[config.mk]
export PLATFORM = sky130hd
export DESIGN_NAME = wdog_timer
export DESIGN_NICKNAME = d
export VERILOG_FILES = /design/src/rtl/wdog_pkg.sv /design/src/rtl/wdog_count.sv /design/src/rtl/wdog_pulse.sv /design/src/rtl/wdog_regs.sv /design/src/rtl/wdog_timer.sv
export SDC_FILE = /design/constraint.sdc
export NUM_CORES = 1
export LEC_CHECK = 0
export BUFFER_PORTS_ARGS = -buffer_cell sky130_fd_sc_hd__buf_2
export CAP_MARGIN = 25
export CORE_MARGIN = 2
export CORE_UTILIZATION = 35
export CTS_BUF_LIST = sky130_fd_sc_hd__clkbuf_4
export CTS_CLUSTER_DIAMETER = 100
export DETAILED_ROUTE_END_ITERATION = 7
export HOLD_SLACK_MARGIN = 0.03
export SETUP_SLACK_MARGIN = 0.1
export SLEW_MARGIN = 20
export SYNTH_ARGS = -nofsm -noshare
export SYNTH_HDL_FRONTEND = slang
export SYNTH_HIERARCHICAL = 1
export SYNTH_SLANG_ARGS = --single-unit
[constraint.sdc]
create_clock -name clk -period 3.55 [get_ports clk]
set_input_delay 0.1775 -clock clk [delete_from_list [all_inputs] [get_ports clk]]
set_output_delay 0.1775 -clock clk [all_outputs]
set_load 0.005 [all_outputs]
[src/rtl/wdog_pkg.sv]
package wdog_pkg;
    localparam int REG_W  = 32;
    localparam int ADDR_W = 5;
    localparam int NREG   = 8;

    typedef enum logic [2:0] {
        RI_FLAG  = 3'd0,
        RI_CTRL  = 3'd1,
        RI_COUNT = 3'd2,
        RI_MCTRL = 3'd3,
        RI_CMP   = 3'd4,
        RI_PIN   = 3'd5,
        RI_PLEN  = 3'd6,
        RI_CAUSE = 3'd7
    } reg_idx_e;

    typedef enum logic [1:0] {
        CM_OFF,
        CM_CLEAR,
        CM_HALT,
        CM_RUN
    } cnt_mode_e;

    typedef enum logic [0:0] {
        PS_IDLE,
        PS_DRIVE
    } pulse_state_e;

    typedef enum logic [1:0] {
        PA_KEEP   = 2'd0,
        PA_LOW    = 2'd1,
        PA_HIGH   = 2'd2,
        PA_TOGGLE = 2'd3
    } pin_act_e;
endpackage

[src/rtl/wdog_count.sv]
module wdog_count
    import wdog_pkg::*;
#(
    parameter int CNT_W = 32
) (
    input  logic             clk,
    input  logic             rst_n,
    input  logic             run,
    input  logic             clr,
    input  logic             dbg_en,
    input  logic             dbg_halt,
    input  logic             stop_en,
    input  logic [CNT_W-1:0] cmp_val,
    output logic [CNT_W-1:0] cnt,
    output logic             hit
);
    cnt_mode_e mode;
    logic      eq, eq_q;

    always_comb begin
        if (clr)                      mode = CM_CLEAR;
        else if (!run)                mode = CM_OFF;
        else if (dbg_en && dbg_halt)  mode = CM_HALT;
        else                          mode = CM_RUN;
    end

    assign eq  = run && (cnt == cmp_val);
    assign hit = eq && !eq_q;

    always_ff @(posedge clk or negedge rst_n) begin
        if (!rst_n) begin
            eq_q <= 1'b0;
        end else begin
            eq_q <= eq;
        end
    end

    always_ff @(posedge clk or negedge rst_n) begin
        if (!rst_n) begin
            cnt <= '0;
        end else begin
            unique case (mode)
                CM_CLEAR: cnt <= '0;
                CM_OFF:   cnt <= cnt;
                CM_HALT:  cnt <= cnt;
                CM_RUN:   if (!(hit && stop_en)) cnt <= cnt + 1'b1;
            endcase
        end
    end

    // a held clear yields zero on the next edge
    p_clear_zero_r3: assert property (@(posedge clk) disable iff (!rst_n)
        clr |=> (cnt == '0));

    // debug hold freezes the count
    p_dbg_hold_r4: assert property (@(posedge clk) disable iff (!rst_n)
        (!clr && run && dbg_en && dbg_halt) |=> $stable(cnt));

    // stopped counter keeps its value
    p_off_keep_r2: assert property (@(posedge clk) disable iff (!rst_n)
        (!clr && !run) |=> $stable(cnt));

    // equality seen twice in a row is not a new match
    p_first_only_r5: assert property (@(posedge clk) disable iff (!rst_n)
        (eq && eq_q) |-> !hit);
endmodule

[src/rtl/wdog_pulse.sv]
module wdog_pulse
    import wdog_pkg::*;
#(
    parameter int PLEN_W = 16,
    parameter int EXTRA  = 6
) (
    input  logic              clk,
    input  logic              rst_n,
    input  logic              hit,
    input  logic              sel_int,
    input  logic              sel_ext,
    input  logic [PLEN_W-1:0] plen,
    output logic              int_on,
    output logic              ext_on,
    output logic              start
);
    localparam int REM_W = PLEN_W + 4;

    pulse_state_e state_q, state_d;
    logic [REM_W-1:0] rem_q;
    logic             use_int_q, use_ext_q;
    logic             trig;

    assign trig = hit && (sel_int || sel_ext);

    always_comb begin
        state_d = state_q;
        unique case (state_q)
            PS_IDLE:  if (trig) state_d = PS_DRIVE;
            PS_DRIVE: if (rem_q == '0) state_d = PS_IDLE;
        endcase
    end

    always_ff @(posedge clk or negedge rst_n) begin
        if (!rst_n) begin
            state_q   <= PS_IDLE;
            rem_q     <= '0;
            use_int_q <= 1'b0;
            use_ext_q <= 1'b0;
        end else begin
            state_q <= state_d;
            unique case (state_q)
                PS_IDLE: begin
                    if (trig) begin
                        rem_q     <= REM_W'(plen) + REM_W'(EXTRA - 1);
                        use_int_q <= sel_int;
                        use_ext_q <= sel_ext;
                    end
                end
                PS_DRIVE: begin
                    if (rem_q != '0) rem_q <= rem_q - 1'b1;
                end
            endcase
        end
    end

    always_comb begin
        int_on = 1'b0;
        ext_on = 1'b0;
        start  = 1'b0;
        unique case (state_q)
            PS_IDLE:  start = trig;
            PS_DRIVE: begin
                int_on = use_int_q;
                ext_on = use_ext_q;
            end
        endcase
    end

    // pulse stays up until the length count runs out
    p_pulse_hold_r8: assert property (@(posedge clk) disable iff (!rst_n)
        (state_q == PS_DRIVE && rem_q != '0) |=> (state_q == PS_DRIVE));

    // pulse ends the cycle after the length count is exhausted
    p_pulse_end_r8: assert property (@(posedge clk) disable iff (!rst_n)
        (state_q == PS_DRIVE && rem_q == '0) |=> (state_q == PS_IDLE));

    // a match during a pulse does not reroute it
    p_no_retrig_r8: assert property (@(posedge clk) disable iff (!rst_n)
        (state_q == PS_DRIVE && rem_q != '0) |=> ($stable(use_int_q) && $stable(use_ext_q)));
endmodule

[src/rtl/wdog_regs.sv]
module wdog_regs
    import wdog_pkg::*;
#(
    parameter int CNT_W  = 32,
    parameter int PLEN_W = 16
) (
    input  logic              clk,
    input  logic              rst_n,
    input  logic              bus_en,
    input  logic              bus_we,
    input  logic [ADDR_W-1:0] bus_addr,
    input  logic [REG_W-1:0]  bus_wdata,
    output logic [REG_W-1:0]  bus_rdata,
    input  logic [CNT_W-1:0]  cnt_val,
    input  logic              hit,
    input  logic              cause_bit,
    output logic              run,
    output logic              clr,
    output logic              dbg_en,
    output logic              stop_en,
    output logic              sel_int,
    output logic              sel_ext,
    output logic              force_int,
    output logic              force_ext,
    output logic [CNT_W-1:0]  cmp_val,
    output logic [PLEN_W-1:0] plen,
    output logic              irq,
    output logic              match_pin
);
    localparam int MC_W = 7;

    reg_idx_e          idx;
    logic [NREG-1:0]   wr_sel;
    logic              flag_q;
    logic [MC_W-1:0]   mctrl_q;
    pin_act_e          act_q;
    logic              pin_q;

    assign idx = reg_idx_e'(bus_addr[4:2]);

    for (genvar i = 0; i < NREG; i++) begin : g_wsel
        assign wr_sel[i] = bus_en && bus_we && (bus_addr[4:2] == 3'(i));
    end

    assign stop_en   = mctrl_q[2];
    assign sel_int   = mctrl_q[3];
    assign sel_ext   = mctrl_q[4];
    assign force_int = mctrl_q[5];
    assign force_ext = mctrl_q[6];
    assign irq       = flag_q && mctrl_q[0];
    assign match_pin = pin_q;

    always_ff @(posedge clk or negedge rst_n) begin
        if (!rst_n) begin
            run    <= 1'b0;
            clr    <= 1'b0;
            dbg_en <= 1'b0;
        end else if (wr_sel[RI_CTRL]) begin
            run    <= bus_wdata[0];
            clr    <= bus_wdata[1];
            dbg_en <= bus_wdata[2];
        end else if (hit && stop_en) begin
            run <= 1'b0;
        end
    end

    always_ff @(posedge clk or negedge rst_n) begin
        if (!rst_n) begin
            flag_q <= 1'b0;
        end else if (hit) begin
            flag_q <= 1'b1;
        end else if (wr_sel[RI_FLAG] && bus_wdata[0]) begin
            flag_q <= 1'b0;
        end
    end

    always_ff @(posedge clk or negedge rst_n) begin
        if (!rst_n) begin
            mctrl_q <= '0;
            cmp_val <= '0;
            plen    <= '0;
        end else begin
            if (wr_sel[RI_MCTRL]) mctrl_q <= bus_wdata[MC_W-1:0];
            if (wr_sel[RI_CMP])   cmp_val <= bus_wdata[CNT_W-1:0];
            if (wr_sel[RI_PLEN])  plen    <= bus_wdata[PLEN_W-1:0];
        end
    end

    always_ff @(posedge clk or negedge rst_n) begin
        if (!rst_n) begin
            act_q <= PA_KEEP;
            pin_q <= 1'b0;
        end else if (wr_sel[RI_PIN]) begin
            act_q <= pin_act_e'(bus_wdata[5:4]);
            pin_q <= bus_wdata[0];
        end else if (hit) begin
            unique case (act_q)
                PA_KEEP:   pin_q <= pin_q;
                PA_LOW:    pin_q <= 1'b0;
                PA_HIGH:   pin_q <= 1'b1;
                PA_TOGGLE: pin_q <= !pin_q;
            endcase
        end
    end

    always_comb begin
        bus_rdata = '0;
        unique case (idx)
            RI_FLAG:  bus_rdata[0] = flag_q;
            RI_CTRL:  bus_rdata[2:0] = {dbg_en, clr, run};
            RI_COUNT: bus_rdata[CNT_W-1:0] = cnt_val;
            RI_MCTRL: bus_rdata[MC_W-1:0] = mctrl_q;
            RI_CMP:   bus_rdata[CNT_W-1:0] = cmp_val;
            RI_PIN:   bus_rdata[5:0] = {act_q, 3'b000, pin_q};
            RI_PLEN:  bus_rdata[PLEN_W-1:0] = plen;
            RI_CAUSE: bus_rdata[0] = cause_bit;
        endcase
    end

    logic unused_bus;
    assign unused_bus = ^{bus_addr[1:0], bus_wdata};

    // a match always leaves the flag set
    p_flag_set_r5: assert property (@(posedge clk) disable iff (!rst_n)
        hit |=> flag_q);

    // write-one clears the flag when no match collides
    p_w1c_r6: assert property (@(posedge clk) disable iff (!rst_n)
        (wr_sel[RI_FLAG] && bus_wdata[0] && !hit) |=> !flag_q);

    // stop-on-match drops the enable
    p_stop_r7: assert property (@(posedge clk) disable iff (!rst_n)
        (hit && stop_en && !wr_sel[RI_CTRL]) |=> !run);
endmodule

[src/rtl/wdog_timer.sv]
module wdog_timer
    import wdog_pkg::*;
#(
    parameter int CNT_W  = 32,
    parameter int PLEN_W = 16,
    parameter int EXTRA  = 6
) (
    input  logic              clk,
    input  logic              rst_n,
    input  logic              por_n,
    input  logic              dbg_halt,
    input  logic              bus_en,
    input  logic              bus_we,
    input  logic [ADDR_W-1:0] bus_addr,
    input  logic [REG_W-1:0]  bus_wdata,
    output logic [REG_W-1:0]  bus_rdata,
    output logic              irq,
    output logic              int_rst,
    output logic              ext_rst,
    output logic              match_out
);
    logic              sys_rst_n;
    logic              run, clr, dbg_en, stop_en;
    logic              sel_int, sel_ext, force_int, force_ext;
    logic [CNT_W-1:0]  cmp_val, cnt;
    logic [PLEN_W-1:0] plen;
    logic              hit, int_on, ext_on, pulse_start;
    logic              cause_q;

    assign sys_rst_n = rst_n && por_n;

    wdog_regs #(.CNT_W(CNT_W), .PLEN_W(PLEN_W)) u_regs (
        .clk(clk), .rst_n(sys_rst_n),
        .bus_en(bus_en), .bus_we(bus_we), .bus_addr(bus_addr),
        .bus_wdata(bus_wdata), .bus_rdata(bus_rdata),
        .cnt_val(cnt), .hit(hit), .cause_bit(cause_q),
        .run(run), .clr(clr), .dbg_en(dbg_en), .stop_en(stop_en),
        .sel_int(sel_int), .sel_ext(sel_ext),
        .force_int(force_int), .force_ext(force_ext),
        .cmp_val(cmp_val), .plen(plen), .irq(irq), .match_pin(match_out)
    );

    wdog_count #(.CNT_W(CNT_W)) u_count (
        .clk(clk), .rst_n(sys_rst_n),
        .run(run), .clr(clr), .dbg_en(dbg_en), .dbg_halt(dbg_halt),
        .stop_en(stop_en), .cmp_val(cmp_val), .cnt(cnt), .hit(hit)
    );

    wdog_pulse #(.PLEN_W(PLEN_W), .EXTRA(EXTRA)) u_pulse (
        .clk(clk), .rst_n(sys_rst_n), .hit(hit),
        .sel_int(sel_int), .sel_ext(sel_ext), .plen(plen),
        .int_on(int_on), .ext_on(ext_on), .start(pulse_start)
    );

    always_ff @(posedge clk or negedge por_n) begin
        if (!por_n) begin
            cause_q <= 1'b0;
        end else if (pulse_start) begin
            cause_q <= 1'b1;
        end
    end

    assign int_rst = int_on || force_int;
    assign ext_rst = ext_on || force_ext;

    // cause bit only ever changes by a pulse start
    p_cause_sticky_r11: assert property (@(posedge clk) disable iff (!por_n)
        !pulse_start |=> $stable(cause_q));

    // every pulse leaves the cause bit set
    p_cause_on_pulse_r11: assert property (@(posedge clk) disable iff (!sys_rst_n)
        pulse_start |=> cause_q);
endmodule

==> summary.md <==
| Metric | Value |
|---|---|
| Crit Path Class | `reg2reg` |
| Yosys warns | `6` |
| Psw | `1180 uW` |
| CP endpoint kind | `flip-flop` |
| PwrDens | `433.1 nW/um2` |
| Final setup viols | `0` |
| Clock Latency Late Sink | `0.54 ns` |
| Final Non-Filler Cells | `1102` |
| CTS Sinks | `119` |
| Core footprint | `20360 um2` |
| Reg2Reg Setup Slack | `0.64 ns` |
| Setup TNS | `0 ns` |
| Pins Over Slew Limit | `0` |
| Status | `finished, final reports clean` |
| First-pass GRT wire length | `32020 um` |
| Predominant post-synthesis flop cell | `dfrtp_1` |
| Routed wire per std cell | `17.79 um` |
| Sequential share of the synthesized area | `0.4077` |
| Post-synth EDFFs | `0` |
| First DRT Iteration DRCs | `269` |
| Largest cells by area after synthesis | `dfrtp_1 41%, mux2_4 8.2%, mux2_2 6.5%, nor2_1 3.7%, xnor2_1 3.2%` |
| Synth top area share | `0.4077` |
| Largest net degree at the start of global routing | `108` |
| Worst-path clk slew | `0.12 ns` |
| Tot GR Track Use | `0.1843` |
| Max Cap Viol | `0` |
| Setup crit start | `u_count/cnt[22]` |
| Critical Path End | `u_pulse/rem_q[3]` |
| Number of remaining DRC errors | `0` |
| Fraction of layout cells with a size suffix above 1 | `0.2788` |
| Lkg Pwr | `0.003807 uW` |
| Row count | `52` |
| Vias | `5826` |
| Startpoint Class | `flip-flop` |
| IO Count | `79` |
| Synth Instances | `713` |
| Period Utilization, post-route | `0.8184` |
| Register share of total power | `0.480` |
| Initial antenna violation count | `0` |
| Max Clk Rate | `344.2 MHz` |
| Root buffer cell | `clkbuf_4` |
| Horiz. Die Dim | `148.5 um` |
| Maximum VDD drop | `246.9 uV` |
| Nets | `866` |
| Yosys reg bits | `119` |
| Num CTS Buffers | `17` |
| Total Wirelength | `19610 um` |
| FF-to-FF Start | `u_count/cnt[22]` |
| Post-synthesis async set-or-reset flop share | `1.000` |
| Final hold vios | `0` |
| Synthesized area | `7305 um2` |
| Worst R2R Path Depth | `13` |
| Clock period minus worst slack | `2.905 ns` |
| Clk pwr share | `0.306` |
| Slew @ Worst Pin | `0.9257 ns` |
| Hold_ws | `0.1310 ns` |
| CTS Buffer Depth | `2` |
| CTS tree | `yes` |
| Crit Reg-Reg Endpoint | `u_pulse/rem_q[3]` |
| DP Cell Count | `1035` |
| Max-slew headroom | `0.3829` |
| Area Overhead vs Synth | `17.39%` |
| Drt pass-1 iters | `5` |
| Yosys top cell by area | `dfrtp_1` |
| Vias in the first global route | `5728` |
| Int Pwr | `2533 uW` |
| Hold crit path type | `in2async` |
| DR vias/cell | `5.287` |
| RSZ-0062 raised after global routing | `false` |
| Routability cong. | `0.8112` |
| Full die area | `22040 um2` |
| Clock Skew | `0.03172 ns` |
| Sw frac | `0.3177` |
| Syn_nets | `760` |
| Critical path required time | `4.02 ns` |
| Antenna diodes | `0` |
| Antenna-violating nets left | `0` |
| PostCTS Resize Cnt | `0` |
| GRT overflow | `0` |
| Port Buf Inserts | `76` |
| Combinational Power Share | `0.214` |
| Synth unique cells | `74` |
| Most frequent cells in the layout | `119 x dfrtp_1, 76 x buf_2, 72 x nor2_1` |
| Worst endpoint data arrival time | `3.38 ns` |
| Most common cell after layout, fill and taps aside | `dfrtp_1` |
| Post-DP HPWL | `13860 um` |
| Synthesized area per cell | `10.24 um2` |
| Initial Util | `0.3587` |
| Htree depth | `4` |
| Die height | `148.5 um` |
| Largest fanout on the critical path | `8` |
[worst max-delay path, cell delays in order (launching register included)]
cell and delay, ns:
dfrtp_1 0.49, xor2_1 0.20, nor4_1 0.32, nand4_1 0.16
or2_2 0.32, nor3_1 0.17, buf_4 0.18, o21ai_0 0.11
nand2b_1 0.18, inv_1 0.14, buf_4 0.17, nor2_2 0.06
inv_1 0.19, a32o_1 0.16
[timing repair]
item | 4_1_cts | 5_1_grt
hold buffers | 35 | 0
hold endpoints to repair | 154 | 0
buffers inserted | 0 | 0
[worst min-delay path by stage]
stage,from,to,slack (ns),cells after the start
5_1_grt,rst_n,u_pulse/rem_q[16],0.08,3
6_report,rst_n,u_pulse/rem_q[18],0.13,3
2_1_floorplan,por_n,cause_q,-0.12,0
3_5_place_dp,por_n,cause_q,-0.04,1
3_3_place_gp,por_n,cause_q,-0.04,1
4_1_cts,rst_n,u_pulse/rem_q[18],0.09,3
[cell type report]
| cell class | instances | area, um2 |
|---|---|---|
| Clock buffer | 17 | 127.6 |
| Clock inverter | 15 | 202.7 |
| Fill cell | 2002 | 11790 |
| Inverter | 19 | 71.32 |
| Multi-Input combinational cell | 539 | 4024 |
| Sequential cell | 119 | 2978 |
| Tap cell | 270 | 337.8 |
| Timing Repair Buffer | 123 | 833.3 |
[Yosys cell counts (7+ instances only)]
library cell / count
nor3_1: 14
nor2_1: 72
mux2_2: 42
a22oi_1: 25
a21oi_1: 27
mux2_4: 40
buf_6: 10
xnor2_1: 27
nand4_1: 15
nor2b_1: 13
o21ai_0: 19
dfrtp_1: 119
and3_1: 7
buf_2: 8
nand2_1: 36
xor2_1: 24
inv_1: 19
mux2i_1: 10
a31oi_1: 10
clkbuf_1: 13
nand3_1: 32
nor4_1: 9
[cell families after synthesis]
| kind of cell | synth area share |
|---|---|
| mux | 0.1684 |
| simple gates | 0.2016 |
| compound gates | 0.1122 |
| buf+inv | 0.04214 |
| flops | 0.4077 |
| fa+ha+maj | 0.006852 |
| xor+xnor | 0.06115 |
[state kept, by name, indices dropped and copies added (netlist names)]
name               cells
u_regs/flag_q          1
u_regs/act_q           2
u_pulse/state_q        1
u_pulse/use_int_q      1
u_count/cnt           32
u_count/eq_q           1
u_pulse/use_ext_q      1
cause_q                1
u_pulse/rem_q         20
u_regs/match_pin       1
u_regs/cmp_val        32
u_regs/dbg_en          1
u_regs/plen           16
u_regs/mctrl_q         7
u_regs/run             1
u_regs/clr             1
[power groups by stage]
stage | clock [uW] | sequential [uW] | combinational, uW
4_1_cts | 1170 | 1780 | 802
3_5_place_dp | 0 | 1810 | 768
3_3_place_gp | 0 | 1800 | 759
5_1_grt | 1250 | 1810 | 879
2_1_floorplan | 0 | 1700 | 587
6_report | 1140 | 1780 | 795
[per-layer routing]
layer / vias up / GRT usage / share of wire
li1: 2825 / - / -
met1: 2879 / 0.2589 / 0.48
met2: 114 / 0.2993 / 0.48
met3: 8 / 0.03650 / 0.034
met4: 0 / 0.03286 / 0.0053
met5: - / 0 / 0
[per-stage QoR]
stage	power, uW	setup slack, ns	util	area (um2)
CTS	3758	0.6437	0.4210	8574
global route	3937	0.3116	0.4210	8574
floorplan	2287	0.7092	-	7306
finish	3713	0.6446	0.4210	8574
global placement	2560	0.6545	0.3876	7894
detailed placement	2575	0.6800	0.3876	7894
No activity file was read; power rests on OpenSTA's default activity.
